--- src/rtl/sram_pipe_pkg.sv ---
package sram_pipe_pkg;
  typedef enum logic [1:0] {
    OP_NONE  = 2'd0,
    OP_READ  = 2'd1,
    OP_WRITE = 2'd2
  } op_e;
endpackage

--- src/rtl/sram_burst.sv ---
module sram_burst #(
  parameter int ADDR_W  = 6,
  parameter int BURST_W = 2
) (
  input  logic [ADDR_W-1:0]  base_i,
  input  logic [BURST_W-1:0] cnt_i,
  input  logic               linear_i,
  output logic [ADDR_W-1:0]  addr_o
);
  logic [BURST_W-1:0] lo;

  // linear wraps inside the block, interleaved flips offset bits
  assign lo     = linear_i ? (base_i[BURST_W-1:0] + cnt_i) : (base_i[BURST_W-1:0] ^ cnt_i);
  assign addr_o = {base_i[ADDR_W-1:BURST_W], lo};
endmodule

--- src/rtl/sram_ctrl.sv ---
module sram_ctrl
  import sram_pipe_pkg::*;
#(
  parameter int ADDR_W  = 6,
  parameter int LANES   = 4,
  parameter int LANE_W  = 8,
  parameter int BURST_W = 2,
  localparam int DATA_W = LANES * LANE_W
) (
  input  logic              clk_i,
  input  logic              rst_ni,
  input  logic              sleep_i,
  input  logic              en_a_ni,
  input  logic              en_b_i,
  input  logic              en_c_ni,
  input  logic              rd_strobe_ni,
  input  logic              acc_strobe_ni,
  input  logic              advance_ni,
  input  logic              linear_i,
  input  logic [ADDR_W-1:0] addr_i,
  input  logic              all_wr_ni,
  input  logic              lane_wr_ni,
  input  logic [LANES-1:0]  lane_sel_ni,
  input  logic [DATA_W-1:0] wdata_i,
  output op_e               s1_op_o,
  output logic [ADDR_W-1:0] s1_addr_o,
  output logic [LANES-1:0]  s1_lanes_o,
  output logic [DATA_W-1:0] s1_data_o,
  output logic [ADDR_W-1:0] base_o,
  output logic              active_o
);
  logic               selected;
  logic               any_strobe;
  logic               wr_req;
  logic [LANES-1:0]   wr_lanes;
  logic               active_q;
  logic [ADDR_W-1:0]  base_q;
  logic [BURST_W-1:0] cnt_q;
  logic [BURST_W-1:0] cnt_nxt;
  logic [ADDR_W-1:0]  burst_addr;
  op_e                op_q;
  logic [ADDR_W-1:0]  addr_q;
  logic [LANES-1:0]   lanes_q;
  logic [DATA_W-1:0]  data_q;

  assign selected   = !en_a_ni && en_b_i && !en_c_ni;
  assign any_strobe = !rd_strobe_ni || !acc_strobe_ni;
  assign wr_req     = !all_wr_ni || !lane_wr_ni;

  // full-word write overrides the lane mask
  always_comb begin
    if (!all_wr_ni)       wr_lanes = '1;
    else if (!lane_wr_ni) wr_lanes = ~lane_sel_ni;
    else                  wr_lanes = '0;
  end

  assign cnt_nxt = advance_ni ? cnt_q : cnt_q + 1'b1;

  sram_burst #(
    .ADDR_W (ADDR_W),
    .BURST_W(BURST_W)
  ) u_burst (
    .base_i  (base_q),
    .cnt_i   (cnt_nxt),
    .linear_i(linear_i),
    .addr_o  (burst_addr)
  );

  always_ff @(posedge clk_i or negedge rst_ni) begin
    if (!rst_ni) begin
      active_q <= 1'b0;
      base_q   <= '0;
      cnt_q    <= '0;
      op_q     <= OP_NONE;
      addr_q   <= '0;
      lanes_q  <= '0;
      data_q   <= '0;
    end else if (sleep_i) begin
      active_q <= 1'b0;
      op_q     <= OP_NONE;
    end else if (any_strobe) begin
      if (selected) begin
        active_q <= 1'b1;
        base_q   <= addr_i;
        cnt_q    <= '0;
        addr_q   <= addr_i;
        data_q   <= wdata_i;
        if (!rd_strobe_ni || !wr_req) begin
          op_q    <= OP_READ;
          lanes_q <= '0;
        end else begin
          op_q    <= OP_WRITE;
          lanes_q <= wr_lanes;
        end
      end else begin
        active_q <= 1'b0;
        op_q     <= OP_NONE;
      end
    end else if (active_q) begin
      cnt_q  <= cnt_nxt;
      addr_q <= burst_addr;
      data_q <= wdata_i;
      if (wr_req) begin
        op_q    <= OP_WRITE;
        lanes_q <= wr_lanes;
      end else begin
        op_q    <= OP_READ;
        lanes_q <= '0;
      end
    end else begin
      op_q <= OP_NONE;
    end
  end

  assign s1_op_o    = op_q;
  assign s1_addr_o  = addr_q;
  assign s1_lanes_o = lanes_q;
  assign s1_data_o  = data_q;
  assign base_o     = base_q;
  assign active_o   = active_q;
endmodule

--- src/rtl/sram_array.sv ---
module sram_array #(
  parameter int ADDR_W = 6,
  parameter int LANES  = 4,
  parameter int LANE_W = 8,
  localparam int DATA_W = LANES * LANE_W,
  localparam int DEPTH  = 1 << ADDR_W
) (
  input  logic              clk_i,
  input  logic              we_i,
  input  logic [LANES-1:0]  lanes_i,
  input  logic [ADDR_W-1:0] addr_i,
  input  logic [DATA_W-1:0] wdata_i,
  output logic [DATA_W-1:0] rdata_o
);
  for (genvar g = 0; g < LANES; g++) begin : g_lane
    logic [LANE_W-1:0] mem [DEPTH];

    always_ff @(posedge clk_i) begin
      if (we_i && lanes_i[g]) mem[addr_i] <= wdata_i[g*LANE_W +: LANE_W];
    end

    assign rdata_o[g*LANE_W +: LANE_W] = mem[addr_i];
  end
endmodule

--- src/rtl/sram_out.sv ---
module sram_out
  import sram_pipe_pkg::*;
#(
  parameter int DATA_W = 32
) (
  input  logic              clk_i,
  input  logic              rst_ni,
  input  logic              sleep_i,
  input  op_e               s1_op_i,
  input  logic [DATA_W-1:0] rdata_i,
  input  logic              out_en_ni,
  output logic [DATA_W-1:0] data_o,
  output logic              data_oe_o,
  output logic              vld_o
);
  logic [DATA_W-1:0] q_q;
  logic              vld_q;

  always_ff @(posedge clk_i or negedge rst_ni) begin
    if (!rst_ni) begin
      q_q   <= '0;
      vld_q <= 1'b0;
    end else if (sleep_i) begin
      vld_q <= 1'b0;
    end else if (s1_op_i == OP_READ) begin
      q_q   <= rdata_i;
      vld_q <= 1'b1;
    end else begin
      vld_q <= 1'b0;
    end
  end

  // asynchronous gating of the pins
  assign data_oe_o = vld_q && !out_en_ni && !sleep_i;
  assign data_o    = data_oe_o ? q_q : '0;
  assign vld_o     = vld_q;
endmodule

--- src/rtl/sram_pipe_top.sv ---
module sram_pipe_top
  import sram_pipe_pkg::*;
#(
  parameter int ADDR_W  = 6,
  parameter int LANES   = 4,
  parameter int LANE_W  = 8,
  parameter int BURST_W = 2,
  localparam int DATA_W = LANES * LANE_W
) (
  input  logic              clk_i,
  input  logic              rst_ni,
  input  logic              sleep_i,
  input  logic              en_a_ni,
  input  logic              en_b_i,
  input  logic              en_c_ni,
  input  logic              rd_strobe_ni,
  input  logic              acc_strobe_ni,
  input  logic              advance_ni,
  input  logic              linear_i,
  input  logic [ADDR_W-1:0] addr_i,
  input  logic              all_wr_ni,
  input  logic              lane_wr_ni,
  input  logic [LANES-1:0]  lane_sel_ni,
  input  logic [DATA_W-1:0] wdata_i,
  input  logic              out_en_ni,
  output logic [DATA_W-1:0] data_o,
  output logic              data_oe_o
);
  op_e               s1_op;
  logic [ADDR_W-1:0] s1_addr;
  logic [LANES-1:0]  s1_lanes;
  logic [DATA_W-1:0] s1_data;
  logic [ADDR_W-1:0] base;
  logic              active;
  logic [DATA_W-1:0] rdata;
  logic              rd_vld;
  logic              arr_we;

  sram_ctrl #(
    .ADDR_W (ADDR_W),
    .LANES  (LANES),
    .LANE_W (LANE_W),
    .BURST_W(BURST_W)
  ) u_ctrl (
    .clk_i        (clk_i),
    .rst_ni       (rst_ni),
    .sleep_i      (sleep_i),
    .en_a_ni      (en_a_ni),
    .en_b_i       (en_b_i),
    .en_c_ni      (en_c_ni),
    .rd_strobe_ni (rd_strobe_ni),
    .acc_strobe_ni(acc_strobe_ni),
    .advance_ni   (advance_ni),
    .linear_i     (linear_i),
    .addr_i       (addr_i),
    .all_wr_ni    (all_wr_ni),
    .lane_wr_ni   (lane_wr_ni),
    .lane_sel_ni  (lane_sel_ni),
    .wdata_i      (wdata_i),
    .s1_op_o      (s1_op),
    .s1_addr_o    (s1_addr),
    .s1_lanes_o   (s1_lanes),
    .s1_data_o    (s1_data),
    .base_o       (base),
    .active_o     (active)
  );

  assign arr_we = (s1_op == OP_WRITE) && !sleep_i;

  sram_array #(
    .ADDR_W(ADDR_W),
    .LANES (LANES),
    .LANE_W(LANE_W)
  ) u_array (
    .clk_i  (clk_i),
    .we_i   (arr_we),
    .lanes_i(s1_lanes),
    .addr_i (s1_addr),
    .wdata_i(s1_data),
    .rdata_o(rdata)
  );

  sram_out #(
    .DATA_W(DATA_W)
  ) u_out (
    .clk_i    (clk_i),
    .rst_ni   (rst_ni),
    .sleep_i  (sleep_i),
    .s1_op_i  (s1_op),
    .rdata_i  (rdata),
    .out_en_ni(out_en_ni),
    .data_o   (data_o),
    .data_oe_o(data_oe_o),
    .vld_o    (rd_vld)
  );
endmodule

--- config.mk ---
export PLATFORM = sky130hd
export DESIGN_NAME = sram_pipe_top
export DESIGN_NICKNAME = d
export VERILOG_FILES = /design/src/rtl/sram_pipe_pkg.sv /design/src/rtl/sram_burst.sv /design/src/rtl/sram_ctrl.sv /design/src/rtl/sram_array.sv /design/src/rtl/sram_out.sv /design/src/rtl/sram_pipe_top.sv
export SDC_FILE = /design/constraint.sdc
export NUM_CORES = 2
export LEC_CHECK = 0
export BUFFER_PORTS_ARGS = -buffer_cell sky130_fd_sc_hd__buf_2
export CAP_MARGIN = 10
export CORE_MARGIN = 2
export CORE_UTILIZATION = 40
export CTS_CLUSTER_DIAMETER = 40
export DETAILED_ROUTE_END_ITERATION = 8
export PLACE_DENSITY = 0.53
export SETUP_SLACK_MARGIN = 0.1
export SYNTH_ARGS = -nofsm -noshare
export SYNTH_HDL_FRONTEND = slang
export SYNTH_SLANG_ARGS = --single-unit
export TNS_END_PERCENT = 5
--- constraint.sdc ---
create_clock -name clk_i -period 6.3 [get_ports clk_i]
set_input_delay 0.315 -clock clk_i [delete_from_list [all_inputs] [get_ports clk_i]]
set_output_delay 0.315 -clock clk_i [all_outputs]
set_load 0.005 [all_outputs]
## Yosys cells after proc, flatten, opt, wreduce, memory -nomap -nowiden

Memory sizes are Yosys's and may differ from the RTL's. A register that Yosys moved wholly into a read port is not among the register bits.
Cells that the tools add are included.

| operators by class | value |
|---|---|
| add/subtract/negate cells | 2 |
| equality and inequality tests | 3 |
| muxes and demuxes | 38 |
| bitwise operators | 3 |
| reductions and logical operators | 30 |

Operator list:

| kind | number |
|---|---|
| 32-bit two-way mux | 4 |
| 4-bit two-way mux | 7 |
| 2-bit two-way mux | 11 |
| 6-bit two-way mux | 3 |
| 1-bit zero test | 13 |
| 1-bit two-way mux | 13 |
| 1-bit logical AND | 9 |
| 3-bit AND reduction | 2 |
| 4-bit inverter | 1 |
| 2-bit nonzero test | 2 |
| 1-bit logical OR | 3 |
| 2-bit by 1-bit adder with 2-bit output, second input constant | 1 |
| 2-bit adder | 1 |
| 2-bit by 1-bit == test with 1-bit output, second input constant | 1 |
| 2-bit == test, second input constant | 1 |
| 2-bit by 1-bit inequality test with 1-bit output, second input constant | 1 |
| 2-bit AND reduction | 1 |
| 2-bit bitwise XOR | 1 |
| 1-bit inverter | 1 |

| storage, ports and cells | value |
|---|---|
| bits in registers | 54 |
| bits in writable memories | 2048 |
| input bits | 55 |
| output and inout port bits | 33 |
| logic and storage cells | 88 |
| memories | 4 |

Memory list:

| name | depth | width | rd ports | clocked after Yosys merged registers in | write ports | line | RTL |
|---|---|---|---|---|---|---|---|
| u_array.g_lane[0].mem | 64 | 8 | 1 | 1 | 1 | sram_array.sv:16 | `logic [LANE_W-1:0] mem [DEPTH];` |
| u_array.g_lane[1].mem | 64 | 8 | 1 | 1 | 1 | sram_array.sv:16 |  |
| u_array.g_lane[2].mem | 64 | 8 | 1 | 1 | 1 | sram_array.sv:16 |  |
| u_array.g_lane[3].mem | 64 | 8 | 1 | 1 | 1 | sram_array.sv:16 |  |

## Longest topological paths before layout

| logic depth | value |
|---|---|
| depth after elaboration | 8 |
| mapped depth | 12 |
| gate-level depth less buffers | 8 |

## By module

From an unflattened synthesis, not the netlist that was laid out.

| unflattened totals | value |
|---|---|
| cell total of the unflattened synthesis | 4676 |
| area total of the unflattened synthesis | 82552.9 um^2 |

By module, submodules not included:

| module | instances | cells an instance | area each (um^2) | seq. area each (um^2) |
|---|---|---|---|---|
| sram_array | 1 | 4423 | 78684.2 | 61499.0 |
| sram_ctrl | 1 | 138 | 2326.0 | 1326.3 |
| sram_out | 1 | 105 | 1462.7 | 825.8 |
| sram_burst | 1 | 9 | 67.6 | 0.0 |
| sram_pipe_top | 1 | 1 | 12.5 | 0.0 |

## Worst setup path before layout

OpenSTA, ideal clock, no wires.

| timing | value |
|---|---|
| path type | reg-to-reg |
| start | register u_ctrl.addr_q[3] (netlist: u_ctrl.s1_addr_o[3]) |
| end | memory u_array.g_lane[2].mem[60][0] (enable) |
| setup time | 0.383 ns |
| arrival | 2.316 ns |
| data required time | 5.917 ns |
| slack | 3.601 ns |
| cell stages (with the launch flop) | 8 |
| buffers on the path | 4 |
| clock period less this slack | 2.699 ns |
| path through | dfrtp_1 clkbuf_1 buf_2 and3_1 clkbuf_1 clkbuf_1 nand2_1 nor3_1 |

RTL lines:

| item | line | RTL |
|---|---|---|
| from (decl) | sram_ctrl.sv:42 | `logic [ADDR_W-1:0] addr_q;` |
| from (signal assigned) | sram_ctrl.sv:86 | `addr_q <= addr_i;` |
| from (signal assigned) | sram_ctrl.sv:101 | `addr_q <= burst_addr;` |
| to (decl) | sram_array.sv:16 |  |

Straight into the memory's write port.

==> impl_metrics.ini <==
[setup_path]
arrival_ns = 5.16
worst_setup_path_start_kind = register
reg2reg_from = u_ctrl.s1_addr_o[0]
crit_fanout = 39
r2r-end = u_out.q_q[0]
reg2regPathDepth = 6
regToRegSetupSlack_ns = 1.95
cp_data_required_time_ns = 7.10
crit_path_end_kind = register
critical_path_class = reg -> reg

[global_routing]
gr-usage-all-layers_pct = 25.91
grt_pass1_wl_um = 381100
overflow = 0
antenna_found_initial = 12
grt_pass1_vias = 46670
grt_max_degree = 106

[route]
drtIter0Drc = 6551
drc = 0
final_antenna_net_count = 0
wirelength_um = 276500
vias = 47930
firstDrtPassIters = 7
via_per_inst = 6.102
wl_per_cell_um = 35.19

[cts]
root_buffer = clkbuf_16
cts_resized = 0
htree_levels = 5
cts_tree = done
clockBufferDepth = 4
clock_latency_ns = 0.96
cts_sinks = 2134
clk_pin_slew_ns = 0.06
post-cts-setup-buffers = 0
cts_buffers = 312

[power]
internal_power_w = 0.02945
powerDensity_nw_per_um2 = 426.4
comb_power_share_pct = 17.4
p_leak_nw = 31.25
netSwitchingPower_w = 0.01215
seqPwrFrac_pct = 40.8
vdd_drop_max_v = 0.0003177
clkPwrFrac_pct = 41.8
switching_share_pct = 29.21

[final_layout]
drive_gt1_share_pct = 20.96
mostFrequentLayoutCell = edfxtp_1
multi_input_area_um2 = 17810
num-nets-final = 4963
n_fill_cell = 17350
areaGrowthSynthToFinish_pct = 17.62
final_core_util_pct = 47.20
layout.cells.most_common_list = edfxtp_1, nor2_1, mux2i_1, clkbuf_16, a221oi_1
layout.area.seq_um2 = 63700

[synthesis]
synthFlopType = edfxtp_1
synth_top_area_share_pct = 74.15
synth_area_per_cell_um2 = 17.92
synth_edf_count = 2048
yosysTopAreaCell = edfxtp_1
ys_seq_area_share_pct = 76.75
ys_seq_elements = 2134
syn_inst = 4628
synth_nets = 4684
syn_area_um2 = 82930
synth.area.top_cells = edfxtp_1, mux4_2, mux2i_1
synth.distinct_cells = 70
ys_async_sr_fraction_pct = 4.030
ys_warn_count = 0

[sta]
drv_slew = 0
rsz0062_at_grt = false
setup_viol = 0
period_needed_ns = 4.354
slew_headroom_pct = 10.93
hold_violations = 0
worst_pin_slew_ns = 1.331
finClkSkew_ns = 0.08308
fmax_mhz = 229.7
period_share_pct = 69.11
fin_setup_tns_ns = 0

[job]
cap_violations = 0

[placement]
dpl.hpwl_um = 167000
gp_congestion = 0.8693
io_buffer_count = 87

[worst_hold_path]
worstHoldPathType = in -> reg
holdCritStartpoint = en_a_ni
hold_end = u_ctrl.s1_op_o[0]
holdPathStages = 5

[die]
start_util_pct = 40.13
ios = 88
fp.dieW_um = 459.3
die_h_um = 459.3
die_area_um2 = 211000
num_rows = 167
coreArea_um2 = 206700

[status]
status = completed
## registers in the layout, summed over array words and instances (netlist names)
register	flops
u_array.g_lane.mem	2048
u_ctrl.s1_data_o	32
u_out.q_q	32
u_ctrl.base_o	6
u_ctrl.s1_addr_o	6
u_ctrl.s1_lanes_o	4
u_ctrl.cnt_q	2
u_ctrl.s1_op_o	2
u_ctrl.active_o	1
u_out.vld_o	1
## metal layers
| layer | wire length, µm | track usage, % |
|---|---|---|
| met1 | 113700 | 36.15 |
| met2 | 127900 | 40.16 |
| met3 | 23720 | 5.093 |
| met4 | 11140 | 10.03 |
| met5 | 36 | 0 |
## final cells by class
type | count | area share, %
antenna | 10 | 0.02565
clock buffer | 347 | 8.277
clock inverter | 202 | 2.359
inverter | 7 | 0.03463
multi-input combinational | 2166 | 18.26
sequential | 2134 | 65.30
tap | 2704 | 3.468
timing repair buffer | 286 | 2.277
## power by group through the flow
stage                     Combinational [W]  Clock [W]  Sequential [W]
final                               0.00722     0.0174          0.0170
after global routing                0.00747     0.0181          0.0170
after CTS                           0.00715     0.0175          0.0170
after detailed placement            0.00711          0          0.0173
after global placement              0.00706          0          0.0173
after floorplan                     0.00359          0          0.0175
## kinds of logic after synthesis
| kind of cell | count (synthesis) | synth area share (%) |
|---|---|---|
| adders and majority gates | 1 | 0.01508 |
| xor gates and xnor gates | 4 | 0.04224 |
| buffers and inverters | 328 | 1.978 |
| muxes | 610 | 10.24 |
| and+or+nand+nor | 722 | 3.751 |
| AOI/OAI and AO/OA | 829 | 7.221 |
| DFF | 2134 | 76.75 |
## timing repair
item                                   CTS  global route
endpoints found under the hold margin   91             0
hold buffers                            56             0
setup endpoints to repair                0             0
## worst max path at each step
stage / startpoint / endpoint / slack, ns / depth (start not counted)
6_report: u_ctrl.s1_addr_o[0] / u_out.q_q[0] / 1.95 / 6
5_1_grt: u_ctrl.s1_addr_o[2] / u_array.g_lane[0].mem[4][7] / 1.97 / 4
3_5_place_dp: u_ctrl.s1_addr_o[0] / u_out.q_q[0] / 2.08 / 6
4_1_cts: u_ctrl.s1_addr_o[2] / u_array.g_lane[0].mem[4][7] / 2.07 / 4
3_3_place_gp: u_ctrl.s1_addr_o[0] / u_out.q_q[0] / 2.06 / 6
2_1_floorplan: u_ctrl.s1_addr_o[3] / u_array.g_lane[2].mem[60][0] / 3.60 / 7
## synthesized netlist by cell type (all sizes together) (38+ instances only)
master / instances
o22ai: 76
mux2: 80
nand2: 183
a21oi: 100
nand3: 46
and2: 38
o21ai: 131
buf: 183
clkbuf: 138
edfxtp: 2048
mux4: 183
nor2: 372
mux2i: 347
a22oi: 135
a221oi: 200
dfrtp: 86
## worst max-delay path, cell delays in order, from the launching register on
cell and delay (ns):
dfrtp_4 0.92, buf_4 0.50, or2_2 0.94, o22ai_1 0.24, o21ai_0 0.86, nand4_1 0.28, o32a_1 0.42
## per-stage QoR
step,setup WS [ns],area [µm²],total power (W),cells,hold WS [ns]
after floorplan,3.601,82930,0.02109,4628,0.01941
after global placement,2.063,86510,0.02433,7235,0.3182
after detailed placement,2.084,86560,0.02439,7240,0.3179
after CTS,2.066,97510,0.04168,7845,0.04482
after global routing,1.966,97530,0.04260,7848,0.1238
final,1.946,97550,0.04160,7856,0.1101
Note: power is estimated with default switching activity, not from simulation.
